$ cat src/rtl/dx_pkg.sv
package dx_pkg;
    localparam int W          = 16;
    localparam int DESC_WORDS = 4;
    localparam int CB_SRC_INC = 0;
    localparam int CB_DST_INC = 1;
    localparam int CB_CHAIN   = 2;
    localparam int CB_ON_ZERO = 3;
    localparam int CTL_BITS   = 4;

    typedef enum logic [3:0] {
        ST_IDLE, ST_RD_CTL, ST_RD_SRC, ST_RD_DST, ST_RD_CNT,
        ST_RD_DATA, ST_WR_DATA, ST_WB_SRC, ST_WB_DST, ST_WB_CNT
    } dx_state_e;

    typedef struct packed {
        dx_state_e           st;
        logic                wait_rsp;
        logic [W-1:0]        base;
        logic [CTL_BITS-1:0] ctl;
        logic [W-1:0]        src;
        logic [W-1:0]        dst;
        logic [W-1:0]        cnt;
        logic [W-1:0]        data;
    } dx_seq_s;
endpackage

$ cat src/rtl/dx_mstop.sv
module dx_mstop #(
    parameter int          RW    = 16,
    parameter logic [15:0] RST   = 16'h3FFF,
    parameter int          SBIT  = 14
) (
    input  logic          clk,
    input  logic          rst_n,
    input  logic          stby_hw,
    input  logic          busy,
    input  logic          we,
    input  logic [RW-1:0] wdata,
    output logic [RW-1:0] rdata,
    output logic          stop
);
    localparam logic [RW-1:0] INIT = RW'(RST);

    logic [RW-1:0] val_d, val_q;

    always_comb begin
        val_d = val_q;
        if (stby_hw) begin
            val_d = INIT;
        end else if (we) begin
            val_d = wdata;
            if (busy) val_d[SBIT] = val_q[SBIT];
        end
    end

    always_ff @(posedge clk or negedge rst_n) begin
        if (!rst_n) val_q <= INIT;
        else        val_q <= val_d;
    end

    assign rdata = val_q;
    assign stop  = val_q[SBIT];
endmodule

$ cat src/rtl/dx_act_latch.sv
module dx_act_latch #(
    parameter int AW = 16
) (
    input  logic          clk,
    input  logic          rst_n,
    input  logic          act_req,
    input  logic [AW-1:0] act_base,
    input  logic          accept,
    output logic          pend,
    output logic [AW-1:0] pend_base
);
    typedef struct packed {
        logic          pend;
        logic [AW-1:0] base;
    } act_s;

    act_s d, q;

    always_comb begin
        d = q;
        if (accept) d.pend = 1'b0;
        if (act_req && (!q.pend || accept)) begin
            d.pend = 1'b1;
            d.base = act_base;
        end
    end

    always_ff @(posedge clk or negedge rst_n) begin
        if (!rst_n) q <= '0;
        else        q <= d;
    end

    assign pend      = q.pend;
    assign pend_base = q.base;
endmodule

$ cat src/rtl/dx_seq.sv
module dx_seq
    import dx_pkg::*;
(
    input  logic         clk,
    input  logic         rst_n,
    input  logic         start,
    input  logic [W-1:0] start_base,
    output logic         accept,
    output logic         busy,
    output logic         req_valid,
    input  logic         req_ready,
    output logic         req_we,
    output logic [W-1:0] req_addr,
    output logic [W-1:0] req_wdata,
    input  logic         rsp_valid,
    input  logic [W-1:0] rsp_rdata
);
    dx_seq_s d, q;

    // bus request fields per state
    always_comb begin
        req_we    = 1'b0;
        req_addr  = '0;
        req_wdata = '0;
        unique case (q.st)
            ST_RD_CTL:  req_addr = q.base;
            ST_RD_SRC:  req_addr = q.base + W'(1);
            ST_RD_DST:  req_addr = q.base + W'(2);
            ST_RD_CNT:  req_addr = q.base + W'(3);
            ST_RD_DATA: req_addr = q.src;
            ST_WR_DATA: begin req_we = 1'b1; req_addr = q.dst;          req_wdata = q.data; end
            ST_WB_SRC:  begin req_we = 1'b1; req_addr = q.base + W'(1); req_wdata = q.src;  end
            ST_WB_DST:  begin req_we = 1'b1; req_addr = q.base + W'(2); req_wdata = q.dst;  end
            ST_WB_CNT:  begin req_we = 1'b1; req_addr = q.base + W'(3); req_wdata = q.cnt;  end
            default: ;
        endcase
    end

    always_comb begin
        d         = q;
        accept    = 1'b0;
        req_valid = 1'b0;
        if (q.st == ST_IDLE) begin
            if (start) begin
                accept     = 1'b1;
                d.st       = ST_RD_CTL;
                d.base     = start_base;
                d.wait_rsp = 1'b0;
            end
        end else if (!q.wait_rsp) begin
            req_valid = 1'b1;
            if (req_ready) d.wait_rsp = 1'b1;
        end else if (rsp_valid) begin
            d.wait_rsp = 1'b0;
            unique case (q.st)
                ST_RD_CTL:  begin d.ctl  = rsp_rdata[CTL_BITS-1:0]; d.st = ST_RD_SRC; end
                ST_RD_SRC:  begin d.src  = rsp_rdata; d.st = ST_RD_DST;  end
                ST_RD_DST:  begin d.dst  = rsp_rdata; d.st = ST_RD_CNT;  end
                ST_RD_CNT:  begin d.cnt  = rsp_rdata; d.st = ST_RD_DATA; end
                ST_RD_DATA: begin d.data = rsp_rdata; d.st = ST_WR_DATA; end
                ST_WR_DATA: begin
                    if (q.ctl[CB_SRC_INC]) d.src = q.src + W'(1);
                    if (q.ctl[CB_DST_INC]) d.dst = q.dst + W'(1);
                    d.cnt = q.cnt - W'(1);
                    d.st  = ST_WB_SRC;
                end
                ST_WB_SRC:  d.st = ST_WB_DST;
                ST_WB_DST:  d.st = ST_WB_CNT;
                ST_WB_CNT: begin
                    if (q.ctl[CB_CHAIN] && (!q.ctl[CB_ON_ZERO] || q.cnt == '0)) begin
                        d.base = q.base + W'(DESC_WORDS);
                        d.st   = ST_RD_CTL;
                    end else begin
                        d.st   = ST_IDLE;
                    end
                end
                default: d.st = ST_IDLE;
            endcase
        end
    end

    always_ff @(posedge clk or negedge rst_n) begin
        if (!rst_n) begin
            q    <= '0;
            q.st <= ST_IDLE;
        end else begin
            q <= d;
        end
    end

    assign busy = (q.st != ST_IDLE);
endmodule

$ cat src/rtl/dxfer_engine.sv
module dxfer_engine
    import dx_pkg::*;
#(
    parameter int          STOP_W   = 16,
    parameter logic [15:0] STOP_RST = 16'h3FFF,
    parameter int          STOP_BIT = 14
) (
    input  logic              clk,
    input  logic              rst_n,
    input  logic              stby_hw,
    input  logic              act_req,
    input  logic [W-1:0]      act_base,
    input  logic              reg_we,
    input  logic [STOP_W-1:0] reg_wdata,
    output logic [STOP_W-1:0] reg_rdata,
    output logic              busy,
    output logic              mem_req_valid,
    input  logic              mem_req_ready,
    output logic              mem_req_we,
    output logic [W-1:0]      mem_req_addr,
    output logic [W-1:0]      mem_req_wdata,
    input  logic              mem_rsp_valid,
    input  logic [W-1:0]      mem_rsp_rdata
);
    logic         stop, pend, accept;
    logic [W-1:0] pend_base;

    dx_mstop #(.RW(STOP_W), .RST(STOP_RST), .SBIT(STOP_BIT)) u_mstop (
        .clk(clk), .rst_n(rst_n), .stby_hw(stby_hw), .busy(busy),
        .we(reg_we), .wdata(reg_wdata), .rdata(reg_rdata), .stop(stop)
    );

    dx_act_latch #(.AW(W)) u_act (
        .clk(clk), .rst_n(rst_n), .act_req(act_req), .act_base(act_base),
        .accept(accept), .pend(pend), .pend_base(pend_base)
    );

    dx_seq u_seq (
        .clk(clk), .rst_n(rst_n), .start(pend && !stop), .start_base(pend_base),
        .accept(accept), .busy(busy),
        .req_valid(mem_req_valid), .req_ready(mem_req_ready), .req_we(mem_req_we),
        .req_addr(mem_req_addr), .req_wdata(mem_req_wdata),
        .rsp_valid(mem_rsp_valid), .rsp_rdata(mem_rsp_rdata)
    );
endmodule

$ cat config.mk
export PLATFORM = sky130hd
export DESIGN_NAME = dxfer_engine
export DESIGN_NICKNAME = d
export VERILOG_FILES = /design/src/rtl/dx_pkg.sv /design/src/rtl/dx_mstop.sv /design/src/rtl/dx_act_latch.sv /design/src/rtl/dx_seq.sv /design/src/rtl/dxfer_engine.sv
export SDC_FILE = /design/constraint.sdc
export NUM_CORES = 1
export LEC_CHECK = 0
export ABC_CLOCK_PERIOD_IN_PS = 3650
export BUFFER_PORTS_ARGS = -buffer_cell sky130_fd_sc_hd__buf_2
export CORE_MARGIN = 2
export CORE_UTILIZATION = 53
export CTS_CLUSTER_SIZE = 8
export DETAILED_ROUTE_END_ITERATION = 8
export PLACE_DENSITY = 0.71
export REMOVE_ABC_BUFFERS = 1
export SLEW_MARGIN = 20
export SYNTH_ARGS = -nofsm -noshare
export SYNTH_HDL_FRONTEND = slang
export SYNTH_SLANG_ARGS = --single-unit
$ cat constraint.sdc
create_clock -name clk -period 3.65 [get_ports clk]
set_clock_uncertainty 0.05 [all_clocks]
set_input_delay 0.365 -clock clk [delete_from_list [all_inputs] [get_ports clk]]
set_output_delay 0.365 -clock clk [all_outputs]
set_load 0.05 [all_outputs]
======== Yosys cells after proc, flatten, opt, wreduce, memory -nomap -nowiden ========
Cells that the tools add are included.
Widths: inputs -> output; s select.
operators by class
  mux-type cells .......................... 30
  eq/ne operators ......................... 13
  div/mod/pow operators ................... 0
  bitwise gates (word level) .............. 1
  add/subtract/negate cells ............... 7
  magnitude comparators ................... 0
  shift-type cells ........................ 0
  $mul .................................... 0
  reduce and logical (&&, ||, !) cells .... 32
operator list
  cell                   count
  $mux 16                7
  $pmux 16 s2            3
  $pmux 16 s6            1
  $mux 89                1
  $mux 84                1
  $pmux 16 s4            1
  $add 16x1->16 const B  3
  $mux 21                2
  $pmux 4 s9             1
  $add 16x2->16 const B  2
  $reduce_bool 2->1      9
  $mux 17                1
  $add 16x3->16 const B  1
  $eq 4x3->1 const B     4
  $logic_not 16->1       1
  $sub 16x1->16 const B  1
  $reduce_and 5->1       3
  $reduce_and 4->1       3
  $mux 1                 10
  $eq 4x2->1 const B     2
  $eq 4x4->1 const B     2
  $mux 4                 2
  $ne 2x1->1 const B     3
  $reduce_or 2->1        3
  11 further kinds       16
storage, ports and cells
  flip-flop bits (word level) ............. 122
  RAM bits ................................ 0
  output and inout port bits .............. 51
  memories kept ........................... 0
  input bits .............................. 55
  latch bits .............................. 0
  bits in read-only memories .............. 0

======== Logic depth before layout (Yosys ltp) ========
Gate-level depths: netlist of the first run.
  depth after elaboration ................. 8
  depth in mapped cells ................... 12
  depth with buffers taken out ............ 10

======== Cells and area by module ========
From an unflattened synthesis of the first run, not the netlist that was laid out.
unflattened totals
  cell total of the unflattened synthesis .. 878
  area total of the unflattened synthesis .. 7,856.3 um2
modules (own cells, without submodules)
  module        times used  cells each  area an instance (um2)  sequential area each (um2)
  dx_seq        1           784         6,428.7                 2,227.1
  dx_mstop      1           56          718.2                   417.9
  dx_act_latch  1           37          695.7                   425.4
  dxfer_engine  1           1           13.8                    0.0

======== Worst setup path after synthesis of the first run ========
No wires, ideal clock.
  path kind ............................... flip-flop to output port
  start ................................... register u_seq.q[87] (netlist bit)
  end ..................................... output mem_req_addr[10]
  arrival time ............................ 3.081 ns
  path buffers ............................ 2
  cell stages (with the launch flop) ...... 11
  required time ........................... 3.235 ns
  setup slack ............................. 0.154 ns
  cell sequence ........................... dfrtp_1 > buf_4 > buf_2 > nand2b_1 > mux2i_1 > nor2b_1 > inv_1 > fa_1 > nor2_1 > a21oi_1 > o311ai_1
between the ends
  word-level cells in the longest chain between the ends .. 3
  elaborated cells between the ends (all ways) .. 13
  classes of those cells .................. 9 x eq/ne; 1 x mux; 3 x reduce/logical
ends and longest elaborated chain
  element                                   line                source
  start: declaration                        dx_seq.sv:18        dx_seq_s d, q;
  $eq 4x3->1, or another cell as far along  dx_seq.sv:25        unique case (q.st)
  $reduce_or 2->1 (no line)                 --
  $pmux 16 s6 *                             dx_seq.sv:25
  end: declaration                          dxfer_engine.sv:20  output logic [W-1:0] mem_req_addr,
Every way passes the cells marked *; elsewhere a longest branch is shown, timed or not.

======== Worst setup path in the final report of the first run ========
  start ................................... register u_seq.q[88] (netlist bit)
  end ..................................... output mem_req_addr[8]
The elaborated chain is that of the path after synthesis.

==> run_results.csv, run 1 <==
group,metric,value,unit
clocking,ctsLongestPathBuffers,2,
timing,setup_ws,0.158,ns
final_layout,flow.area_growth_from_synthesis,15.5,%
critical_path,critPathKind,"flip-flop to output port",
critical_path,crit_top_cell,"inv_1",
global_routing,grt_pass1_wl,35.9,mm
placed_design,place.gp.congestion,0.970,
clocking,worst_setup_hold_path_clk_slew,0.06,ns
timing,report.final.hold_viol_count,31,
placed_design,io_buffer_count,105,
final_layout,post_route_cells_drive_above_1_share,23.0,%
final_layout,final_net_count,972,
floorplan,core.rowCount,43,
floorplan,floorplan.core_area,13900,um2
synth,fraction_of_registers_with_async_set_or_reset_after_synthesis,100,%
clocking,clk-insertion-delay-late,0.43,ns
power,power-per-cell-area,871,nW/um2
clocking,numClockSinks,122,
critical_path,startpoint_kind_of_the_worst_setup_timing_path,"flip-flop",
global_routing,via_count_of_the_first_global_routing_pass,6971,
placed_design,dp_hpwl,15.6,mm
status,violated_checks,"negative hold slack",
critical_path,critPathSlowestCell,"dfrtp_1",
synth,post_synth_instance_area,7590,um2
critical_path,critPathCaptureType,"output port",
critical_path,buffering_stage_count_on_the_worst_path_with_inverters_included,3,
detailed_routing,postRouteWirelength,22.3,mm
detailed_routing,post_drt_via_cell_ratio,6.55,
critical_path,crit_path_max_fanout,12,
final_layout,design_area,8770,um2
critical_path,cp_cell_instances,"nand2b_1 -> mux2i_1 -> nor2b_1 -> inv_1 -> fa_1 -> inv_1 -> nand3_1 -> xnor2_1 -> nand2_1 -> o211ai_1 -> buf_2",
clocking,h-tree-depth,4,
timing,worst_hold_slack,-0.0448,ns
timing,slew-limit-headroom,32.5,%
final_layout,nFillCells,1215,
floorplan,io-pin-count,106,
detailed_routing,drt_drc_violations_left,0,
synth,synth.top_cells.by_area,"dfrtp_1, dfstp_2, nand2_1",
synth,synthesis.instances,838,
timing,tightestPinTransition,1.00,ns
synth,synth_top_area_cell,"dfrtp_1",
global_routing,grt-ovfl-total,0,
final_layout,diodes,0,
job,max_cap_violations,0,
synth,synthesis.yosys.warnings,0,
synth,synth_edf_count,0,
synth,ys_types,74,
placed_design,postPlaceCellArea,8170,um2
timing,number_of_endpoints_failing_setup_at_the_final_stage,0,
timing,rsz0062_at_grt,"no",
clocking,tritoncts,"done",
timing,period_share,95.7,%
critical_path,top_delay_family_on_crit_path,"simple AND/OR/NAND/NOR gates",
global_routing,grt.total_usage,30.4,%
critical_path,cpPeakStageDelay,0.50,ns
final_layout,layout.cells.most_common_list,"dfrtp_1, buf_2, nand2_1",
detailed_routing,detail_route.first_pass.iterations,6,
detailed_routing,drt.antenna.violating_nets,0,
detailed_routing,detail_route.wl_per_cell,20.2,um
timing,layout_min_cycle_time,3.49,ns
synth,synth_area_per_cell,9.06,um2
synth,yosys_register_bits,122,
detailed_routing,vias,7223,
clocking,cell_chosen_for_the_clock_root,"clkbuf_16",
status,status,"finished with violations",
floorplan,die_width,124,um
floorplan,dieArea,15300,um2
timing,slew_violations,0,
synth,ys.flop_type,"dfrtp_1",
floorplan,initial_utilization,54.5,%
hold_path,hold_class,"input port to async pin",
clocking,number_of_buffers_inserted_during_clock_tree_synthesis,17,
critical_path,worstPathRequired,3.23,ns
final_layout,final_common_cell,"dfrtp_1",
power,vdd_drop_max,0.528,mV
timing,achievable-frequency,286,MHz
global_routing,grt_max_degree,65,
synth,yosysSeqAreaShare,40.5,%
detailed_routing,dr.first_iter.drc_count,973,
power,leakagePower,0.00376,uW
global_routing,grt_antenna_before_repair,0,
critical_path,worstPathArrival,3.08,ns
synth,synth.top_cell.area_share,35.6,%
placed_design,dp_worst_setup_slack,0.534,ns
floorplan,chipHeight,124,um
worst paths after layout:
path | start | end | slack (ns) | depth (start not counted)
min in group clk | act_base[13] | u_act.pend_base[13] | 0.09 | 2
hold reg to reg | u_act.pend_base[6] | u_act.pend_base[6] | 0.44 | 1
max in group asynchronous | rst_n | u_mstop.rdata[6] | 2.75 | 2
hold / removal | rst_n | u_seq.q[19] | -0.04 | 1
setup reg to reg | u_seq.q[16] | u_seq.q[83] | 0.79 | 7
setup / recovery | u_seq.q[88] | mem_req_addr[8] | 0.16 | 11
final cells by class:
class,instances,area (um2),share of cell area (%)
sequential,122,3070,35.0
tap,180,225,2.57
inverter,13,48.8,0.557
multi-input combinational,633,4160,47.4
clock inverter,8,95.1,1.08
timing repair buffer,123,691,7.88
clock buffer,24,482,5.49
worst reg2reg max path, stage by stage (launching register included):
cell and delay, ns:
dfrtp_1 0.47, inv_1 0.09, ha_1 0.22, nor4b_4 0.49
and4_1 0.50, a2bb2oi_2 0.52, o21ai_0 0.19, a22o_1 0.22
report_power, final:
group	leakage (uW)	switching, uW	internal [uW]
logic	0.00199	2100	1160
clock network	0.000280	612	1050
registers	0.00149	808	1910
registers in the layout, indices dropped and copies added (netlist names):
| name | cells |
|---|---|
| u_act.pend | 1 |
| u_seq.q | 89 |
| u_act.pend_base | 16 |
| u_mstop.rdata | 16 |
per-layer routing:
metal	global-route usage, %	vias up	wire length, um
met5	0	-	0
met4	12.5	0	542
met3	6.41	39	1690
met2	48.0	346	10700
met1	40.8	3525	9370
li1	-	3313	-
repair_timing:
action,CTS,global route
endpoints found under the hold margin,0,0
endpoints found under the setup margin,0,6
resized for setup,0,3
hold buffers,0,0
setup buffers,0,0
metrics by stage:
stage                     hold WS, ns  total power, uW  setup TNS (ns)  cells  util (%)
after global routing           0.0293             8040               0   1103      62.9
final                         -0.0448             7630               0   1103      62.9
after CTS                     0.00377             7580               0   1103      62.8
after floorplan                0.0194             4810           -9.89    768         -
after global placement          0.427             5760               0   1071      58.7
after detailed placement        0.432             5900               0   1071      58.7
cells by family (layout without fill, tap and decap cells):
group	count (synthesis)	count (layout)	share of synthesized area, %
buffers and inverters	83	168	5.00
and+or+nand+nor	285	285	19.2
adders and majority gates	7	7	1.25
muxes	43	43	6.30
DFF	122	122	40.5
AOI/OAI and AO/OA	283	283	26.0
xor gates and xnor gates	15	15	1.73
cells in the mapped netlist, types with 6 or more instances:
library cell	count
a211o_1	14
a21oi_1	66
a222oi_1	23
a22oi_1	6
a2bb2oi_1	6
a31oi_1	21
a41oi_1	7
and3_1	13
and4_1	8
buf_2	27
clkbuf_1	31
dfrtp_1	108
dfstp_2	14
ha_1	6
inv_1	12
mux2_1	16
mux2_2	22
nand2_1	94
nand2b_1	9
nand3_1	31
nor2_1	59
nor2b_1	23
nor3_1	18
o21ai_0	49
o21ai_1	10
o22a_1	18
o31ai_1	6
xnor2_1	9
xor2_1	6
No activity file was read; power rests on OpenSTA's default activity.
==> run 2, diff against run 1 <==
--- a/config.mk
+++ b/config.mk
@@ -5,13 +5,14 @@
 export SDC_FILE = /design/constraint.sdc
 export NUM_CORES = 1
 export LEC_CHECK = 0
+export ABC_AREA = 1
 export ABC_CLOCK_PERIOD_IN_PS = 3650
 export BUFFER_PORTS_ARGS = -buffer_cell sky130_fd_sc_hd__buf_2
 export CORE_MARGIN = 2
 export CORE_UTILIZATION = 53
 export CTS_CLUSTER_SIZE = 8
 export DETAILED_ROUTE_END_ITERATION = 8
-export PLACE_DENSITY = 0.71
+export PLACE_DENSITY = 0.7
 export REMOVE_ABC_BUFFERS = 1
 export SLEW_MARGIN = 20
 export SYNTH_ARGS = -nofsm -noshare
==> run 2 against run 1 <==
- the run now ends clean
- global-route usage grew 1.1 points
- maximum frequency rose by 1.8%
- sequential share of layout area is 2.0 points lower
- sequential power decreased by 21%
- critical path type unchanged
- die area grew 5.8%
- critical path depth up 3
- critical endpoint unchanged
==> run_results.csv, run 2 <==
group,metric,value,unit
global_routing,grt_antenna_before_repair,0,
clocking,h-tree-depth,4,
timing,report.final.hold_viol_count,0,
timing,rsz0062_at_grt,"no",
timing,number_of_endpoints_failing_setup_at_the_final_stage,0,
synth,synth.top_cells.by_area,"dfrtp_1, nand2_1, nor2_1",
floorplan,dieArea,16200,um2
detailed_routing,routedLengthMet1,10.9,mm
floorplan,initial_utilization,53.5,%
final_layout,layout.cells.most_common_list,"nand2_1, nor2_1, inv_1",
floorplan,core.rowCount,45,
final_layout,registers.top_by_ff_count,"u_seq.q",
critical_path,crit_path_max_fanout,5,
timing,period_share,94.0,%
placed_design,place.gp.congestion,0.963,
synth,synthesis.instances,1149,
critical_path,critPathCaptureType,"output port",
synth,synth_area_per_cell,7.00,um2
detailed_routing,drt.antenna.violating_nets,0,
clocking,numClockSinks,122,
critical_path,crit-reg2reg-launch,"u_seq.q[86]",
final_layout,final_common_cell,"nand2_1",
timing,layout_min_cycle_time,3.43,ns
clocking,cts.repair_timing.setup_buffer_count,0,
synth,synthesis.yosys.warnings,0,
final_layout,flow.area_growth_from_synthesis,15.8,%
global_routing,grt.total_usage,31.5,%
critical_path,startpoint_kind_of_the_worst_setup_timing_path,"flip-flop",
detailed_routing,topRoutingLayerUsed,"met4",
timing,slew-limit-headroom,38.6,%
clocking,ctsLongestPathBuffers,2,
floorplan,floorplan.core_area,15000,um2
detailed_routing,detail_route.first_pass.iterations,8,
global_routing,grt-ovfl-total,0,
critical_path,cp_cell_instances,"inv_1 -> nor2_1 -> nand2_2 -> inv_1 -> nor2_1 -> fa_1 -> inv_1 -> nand2_1 -> nor2_1 -> inv_1 -> o21ai_0 -> o211ai_1 -> nand3_1 -> buf_2",
floorplan,io-pin-count,106,
synth,yosysMostFrequentCell,"nand2_1",
power,power-per-cell-area,673,nW/um2
synth,fraction_of_registers_with_async_set_or_reset_after_synthesis,100,%
final_layout,largest_reg_flops,89,
placed_design,dp_hpwl,18.3,mm
synth,post_synth_instance_area,8040,um2
critical_path,critPathKind,"flip-flop to output port",
critical_path,worstPathRequired,3.23,ns
critical_path,buffering_stage_count_on_the_worst_path_with_inverters_included,5,
synth,yosys_register_bits,122,
detailed_routing,postRouteWirelength,24.8,mm
critical_path,minimum_setup_slack_among_reg_to_reg_paths,1.09,ns
detailed_routing,vias,8266,
final_layout,diodes,0,
synth,post_synth_most_frequent_cells,"nand2_1, nor2_1, inv_1, dfrtp_1, nand3_1",
detailed_routing,post_drt_via_cell_ratio,5.71,
job,max_cap_violations,0,
detailed_routing,dr_wl_met2,11.2,mm
final_layout,fin_util,61.9,%
clocking,worst_setup_hold_path_clk_slew,0.06,ns
synth,synth.top_cell.area_share,33.6,%
synth,ys_types,45,
synth,synth_top_area_cell,"dfrtp_1",
detailed_routing,dr.first_iter.drc_count,840,
timing,achievable-frequency,292,MHz
clocking,tritoncts,"done",
floorplan,die_width,127,um
clocking,number_of_buffers_inserted_during_clock_tree_synthesis,17,
critical_path,critPathSlowestCell,"fa_1",
power,vdd_drop_max,0.696,mV
critical_path,cpPeakStageDelay,0.44,ns
global_routing,grt_max_degree,68,
status,status,"finished, final reports clean",
clocking,cell_chosen_for_the_clock_root,"clkbuf_16",
critical_path,r2r_cells,10,
critical_path,crit_top_cell,"inv_1",
final_layout,post_route_cells_drive_above_1_share,17.0,%
critical_path,top_delay_family_on_crit_path,"simple AND/OR/NAND/NOR gates",
global_routing,grt_pass1_wl,40.1,mm
clocking,cts_hold_repair.buffers,0,
timing,worst_hold_slack,0.0152,ns
synth,ys.flop_type,"dfrtp_1",
final_layout,final_net_count,1309,
synth,synth_edf_count,0,
timing,slew_violations,0,
power,power,6270,uW
timing,total_neg_setup_slack,0,ns
placed_design,io_buffer_count,105,
detailed_routing,drt_drc_violations_left,0,
detailed_routing,detail_route.wl_per_cell,17.2,um
global_routing,via_count_of_the_first_global_routing_pass,7693,
critical_path,worstPathArrival,3.02,ns
clocking,clk-insertion-delay-late,0.44,ns
timing,tightestPinTransition,0.920,ns
floorplan,chipHeight,127,um
detailed_routing,detailroute.wirelength.met3,1.77,mm
synth,yosysSeqAreaShare,38.2,%
critical_path,critical_register_to_register_path_endpoint,"u_seq.q[45]",
hold_path,hold_class,"input port to async pin",
power,leakagePower,0.00464,uW
## run 2: cell types whose count changed after synthesis, sizes merged, moves of 15 or more
cell / before / now
a211o: 15 / 0
a222oi: 23 / 0
clkbuf: 31 / 8
inv: 13 / 127
mux2: 38 / 11
nand2: 95 / 328
nand3: 31 / 96
nor2: 59 / 139
nor2b: 23 / 0
o21ai: 60 / 100
o22ai: 5 / 24
## run 2: stage by stage
stage	std cells	instance area, um2	setup slack [ns]
floorplan	1108	7800	0.123
global placement	1416	8690	0.669
detailed placement	1416	8690	0.611
CTS	1448	9300	0.150
global route	1448	9310	0.000454
finish	1448	9310	0.220
## run 2: worst max path at each step
| stage | start | to | cells past startpoint |
|---|---|---|---|
| after floorplan | u_seq.q[86] | mem_req_addr[12] | 8 |
| after global placement | u_seq.q[88] | mem_req_addr[7] | 15 |
| after detailed placement | u_seq.q[88] | mem_req_addr[7] | 15 |
| after CTS | u_seq.q[88] | mem_req_addr[7] | 15 |
| after global routing | u_seq.q[85] | mem_req_addr[8] | 14 |
| final | u_seq.q[85] | mem_req_addr[8] | 14 |
## run 2: cell type report
class | count | area [um2]
Sequential cell | 122 | 3070
Tap cell | 188 | 235
Timing Repair Buffer | 120 | 656
Clock inverter | 14 | 188
Inverter | 129 | 488
Multi-Input combinational cell | 857 | 4240
Fill cell | 1429 | 5720
Clock buffer | 18 | 429
## run 2: logic make-up (layout without fill, tap and decap cells)
| group | Yosys count | after routing | share of synthesized area (%) |
|---|---|---|---|
| AO/OA/AOI/OAI | 237 | 237 | 17.1 |
| XOR/XNOR | 6 | 6 | 0.653 |
| adder cells (fa/ha/maj) | 7 | 7 | 1.18 |
| buffers and inverters | 170 | 281 | 9.12 |
| flip-flops | 122 | 122 | 38.2 |
| multiplexers | 11 | 11 | 2.01 |
| AND/OR/NAND/NOR | 596 | 596 | 31.8 |
## run 2: repair_timing
item / CTS / global route
endpoints found under the setup margin: 0 / 3
resized for setup: 0 / 2
hold endpoints to repair: 0 / 0
## run 2: routing by layer
metal | track usage, % | vias up
met5 | 0 | -
li1 | - | 4015
met2 | 48.9 | 382
met3 | 4.69 | 60
met4 | 15.2 | 0
met1 | 43.5 | 3809
## run 2: power by group
group | total [uW] | leakage (uW) | switching, uW | internal [uW]
Sequential | 2150 | 0.00153 | 421 | 1730
Combinational | 2340 | 0.00281 | 1680 | 655
Clock | 1780 | 0.000298 | 693 | 1090
Total | 6270 | 0.00464 | 2790 | 3480
==> run 3, diff against run 2 <==
--- a/config.mk
+++ b/config.mk
@@ -12,7 +12,7 @@
 export CORE_UTILIZATION = 53
 export CTS_CLUSTER_SIZE = 8
 export DETAILED_ROUTE_END_ITERATION = 8
-export PLACE_DENSITY = 0.7
+export PLACE_DENSITY = 0.74
 export REMOVE_ABC_BUFFERS = 1
 export SLEW_MARGIN = 20
 export SYNTH_ARGS = -nofsm -noshare
==> constraint.sdc (replaced) <==
create_clock -name clk -period 3.65 [get_ports clk]
set_clock_uncertainty 0.05 [all_clocks]
set_input_delay 1.095 -clock clk [delete_from_list [all_inputs] [get_ports clk]]
set_output_delay 1.095 -clock clk [all_outputs]
set_load 0.05 [all_outputs]
==> run 3 against run 2 <==
- sequential share of layout area is 0.62 points lower
- cell count grew 0.97%
- setup slack got worse by 0.14 ns
- critical endpoint is now mem_req_addr[3]
- largest power group unchanged
==> run_results.csv, run 3 (same netlist as run 2, synthesis figures left out) <==
group,metric,value,unit
global_routing,grt-ovfl-total,0,
floorplan,chipHeight,127,um
critical_path,critPathCaptureType,"output port",
final_layout,diodes,0,
critical_path,critPathKind,"flip-flop to output port",
power,power_switching,2870,uW
detailed_routing,drt.antenna.violating_nets,0,
hold_path,holdPathStages,2,
floorplan,core.rowCount,45,
timing,achievable-frequency,280,MHz
status,status,"finished, final reports clean",
power,leakagePower,0.00467,uW
clocking,clk-insertion-delay-late,0.43,ns
timing,tightestPinTransition,0.628,ns
critical_path,startpoint_kind_of_the_worst_setup_timing_path,"flip-flop",
timing,period_share,97.9,%
final_layout,final_common_cell,"nand2_1",
power,internal-power,3390,uW
critical_path,launch_point_of_the_critical_path,"u_seq.q[85]",
critical_path,worstPathRequired,2.50,ns
final_layout,post_route_cells_drive_above_1_share,20.3,%
placed_design,place.gp.congestion,1.03,
detailed_routing,vias,8437,
critical_path,crit_path_max_fanout,5,
critical_path,critical_register_to_register_path_endpoint,"u_seq.q[45]",
final_layout,layout.cells.most_common_list,"nand2_1, nor2_1, inv_1",
clocking,ctsLongestPathBuffers,2,
clocking,cell_chosen_for_the_clock_root,"clkbuf_16",
floorplan,io-pin-count,106,
power,power-per-cell-area,658,nW/um2
job,max_cap_violations,0,
detailed_routing,detail_route.first_pass.iterations,6,
clocking,worst_setup_hold_path_clk_slew,0.06,ns
clocking,numClockSinks,122,
power,power.share.combinational,40.9,%
global_routing,grt_max_degree,56,
final_layout,registers.top_by_ff_count,"u_seq.q",
power,clockPowerShare,24.4,%
global_routing,grt_pass1_wl,40.6,mm
final_layout,final_net_count,1323,
floorplan,dieArea,16200,um2
critical_path,minimum_setup_slack_among_reg_to_reg_paths,1.31,ns
final_layout,largest_reg_flops,89,
global_routing,grt_antenna_before_repair,0,
clocking,number_of_buffers_inserted_during_clock_tree_synthesis,17,
timing,slew_violations,0,
global_routing,grt.total_usage,31.9,%
timing,worst_hold_slack,0.419,ns
clocking,tritoncts,"done",
power,power.share.sequential,34.6,%
placed_design,dp_hpwl,18.9,mm
global_routing,via_count_of_the_first_global_routing_pass,7899,
critical_path,crit-reg2reg-launch,"u_seq.q[85]",
timing,rsz0062_at_grt,"yes",
hold_path,hold_path_startpoint,"u_act.pend_base[12]",
floorplan,die_width,127,um
placed_design,io_buffer_count,105,
critical_path,worstPathArrival,2.43,ns
power,switching_share,45.8,%
timing,report.final.hold_viol_count,0,
final_layout,fin_util,63.2,%
detailed_routing,detail_route.wl_per_cell,17.5,um
detailed_routing,drt_drc_violations_left,0,
hold_path,holdPathEnd,"u_act.pend_base[12]",
timing,layout_min_cycle_time,3.57,ns
detailed_routing,postRouteWirelength,25.5,mm
detailed_routing,dr.first_iter.drc_count,774,
detailed_routing,post_drt_via_cell_ratio,5.77,
floorplan,floorplan.core_area,15000,um2
timing,slew-limit-headroom,58.0,%
final_layout,flow.area_growth_from_synthesis,18.2,%
timing,number_of_endpoints_failing_setup_at_the_final_stage,0,
critical_path,r2r_cells,10,
timing,total_neg_setup_slack,0,ns
hold_path,hold_class,"flip-flop to flip-flop",
clocking,h-tree-depth,4,
floorplan,initial_utilization,53.5,%
power,vdd_drop_max,0.729,mV
run 3: changes by cell type in the layout (fill, tap and decap cells not counted), sizes merged:
cell / change
buf: +12
bufinv: -3
clkbuf: +3
clkinv: +1
clkinvlp: +3
inv: -2
run 3: worst max-delay path, stage by stage, from the launching register on:
cell      delay [ns]
dfrtp_2         0.45
inv_2           0.09
nor2_4          0.04
nand2_2         0.07
inv_2           0.05
nor2_4          0.11
inv_2           0.06
ha_4            0.22
a21oi_4         0.21
nor2_2          0.06
xor2_1          0.14
o211ai_1        0.25
buf_4           0.25
run 3: layout make-up:
| class | instances | area, um2 |
|---|---|---|
| Clock inverter | 13 | 97.6 |
| Clock buffer | 19 | 433 |
| Multi-Input combinational cell | 857 | 4360 |
| Fill cell | 1412 | 5530 |
| Tap cell | 188 | 235 |
| Timing Repair Buffer | 134 | 815 |
| Inverter | 129 | 489 |
| Sequential cell | 122 | 3080 |
run 3: power by group through the flow:
stage | combinational (uW) | sequential [uW] | clock [uW]
2_1_floorplan | 1690 | 2070 | 0
3_3_place_gp | 2340 | 2140 | 0
3_5_place_dp | 2370 | 2140 | 0
4_1_cts | 2470 | 2130 | 1540
5_1_grt | 2820 | 2210 | 1600
6_report | 2560 | 2170 | 1530
run 3: worst max-delay path by stage:
| stage | end | cells after the start |
|---|---|---|
| 6_report | mem_req_addr[3] | 12 |
| 5_1_grt | mem_req_addr[14] | 14 |
| 4_1_cts | mem_req_addr[14] | 13 |
| 3_5_place_dp | mem_req_addr[7] | 15 |
| 3_3_place_gp | mem_req_addr[7] | 15 |
| 2_1_floorplan | mem_req_addr[12] | 8 |
run 3: layer usage:
metal	track usage (%)	vias to the layer above	share of wire (%)
met2	51.0	391	46
met5	0	-	0
met1	41.7	3937	42
met3	6.95	75	7.8
li1	-	4034	-
met4	14.3	0	4.2
run 3: metrics by stage:
stage | cells | worst slack (ns) | area [um2] | total power [uW]
final | 1462 | 0.0751 | 9500 | 6260
after detailed placement | 1424 | 0.0512 | 8750 | 4510
after CTS | 1460 | -0.00126 | 9390 | 6140
after global placement | 1424 | 0.0940 | 8750 | 4480
after floorplan | 1108 | -0.607 | 7800 | 3760
after global routing | 1462 | -0.0315 | 9500 | 6630
run 3: timing repair:
item,4_1_cts,5_1_grt
hold buffers,0,0
buffers inserted,4,2
pin swaps,6,9
endpoints found under the hold margin,0,0
endpoints found under the setup margin,11,16
gates resized for setup,31,40
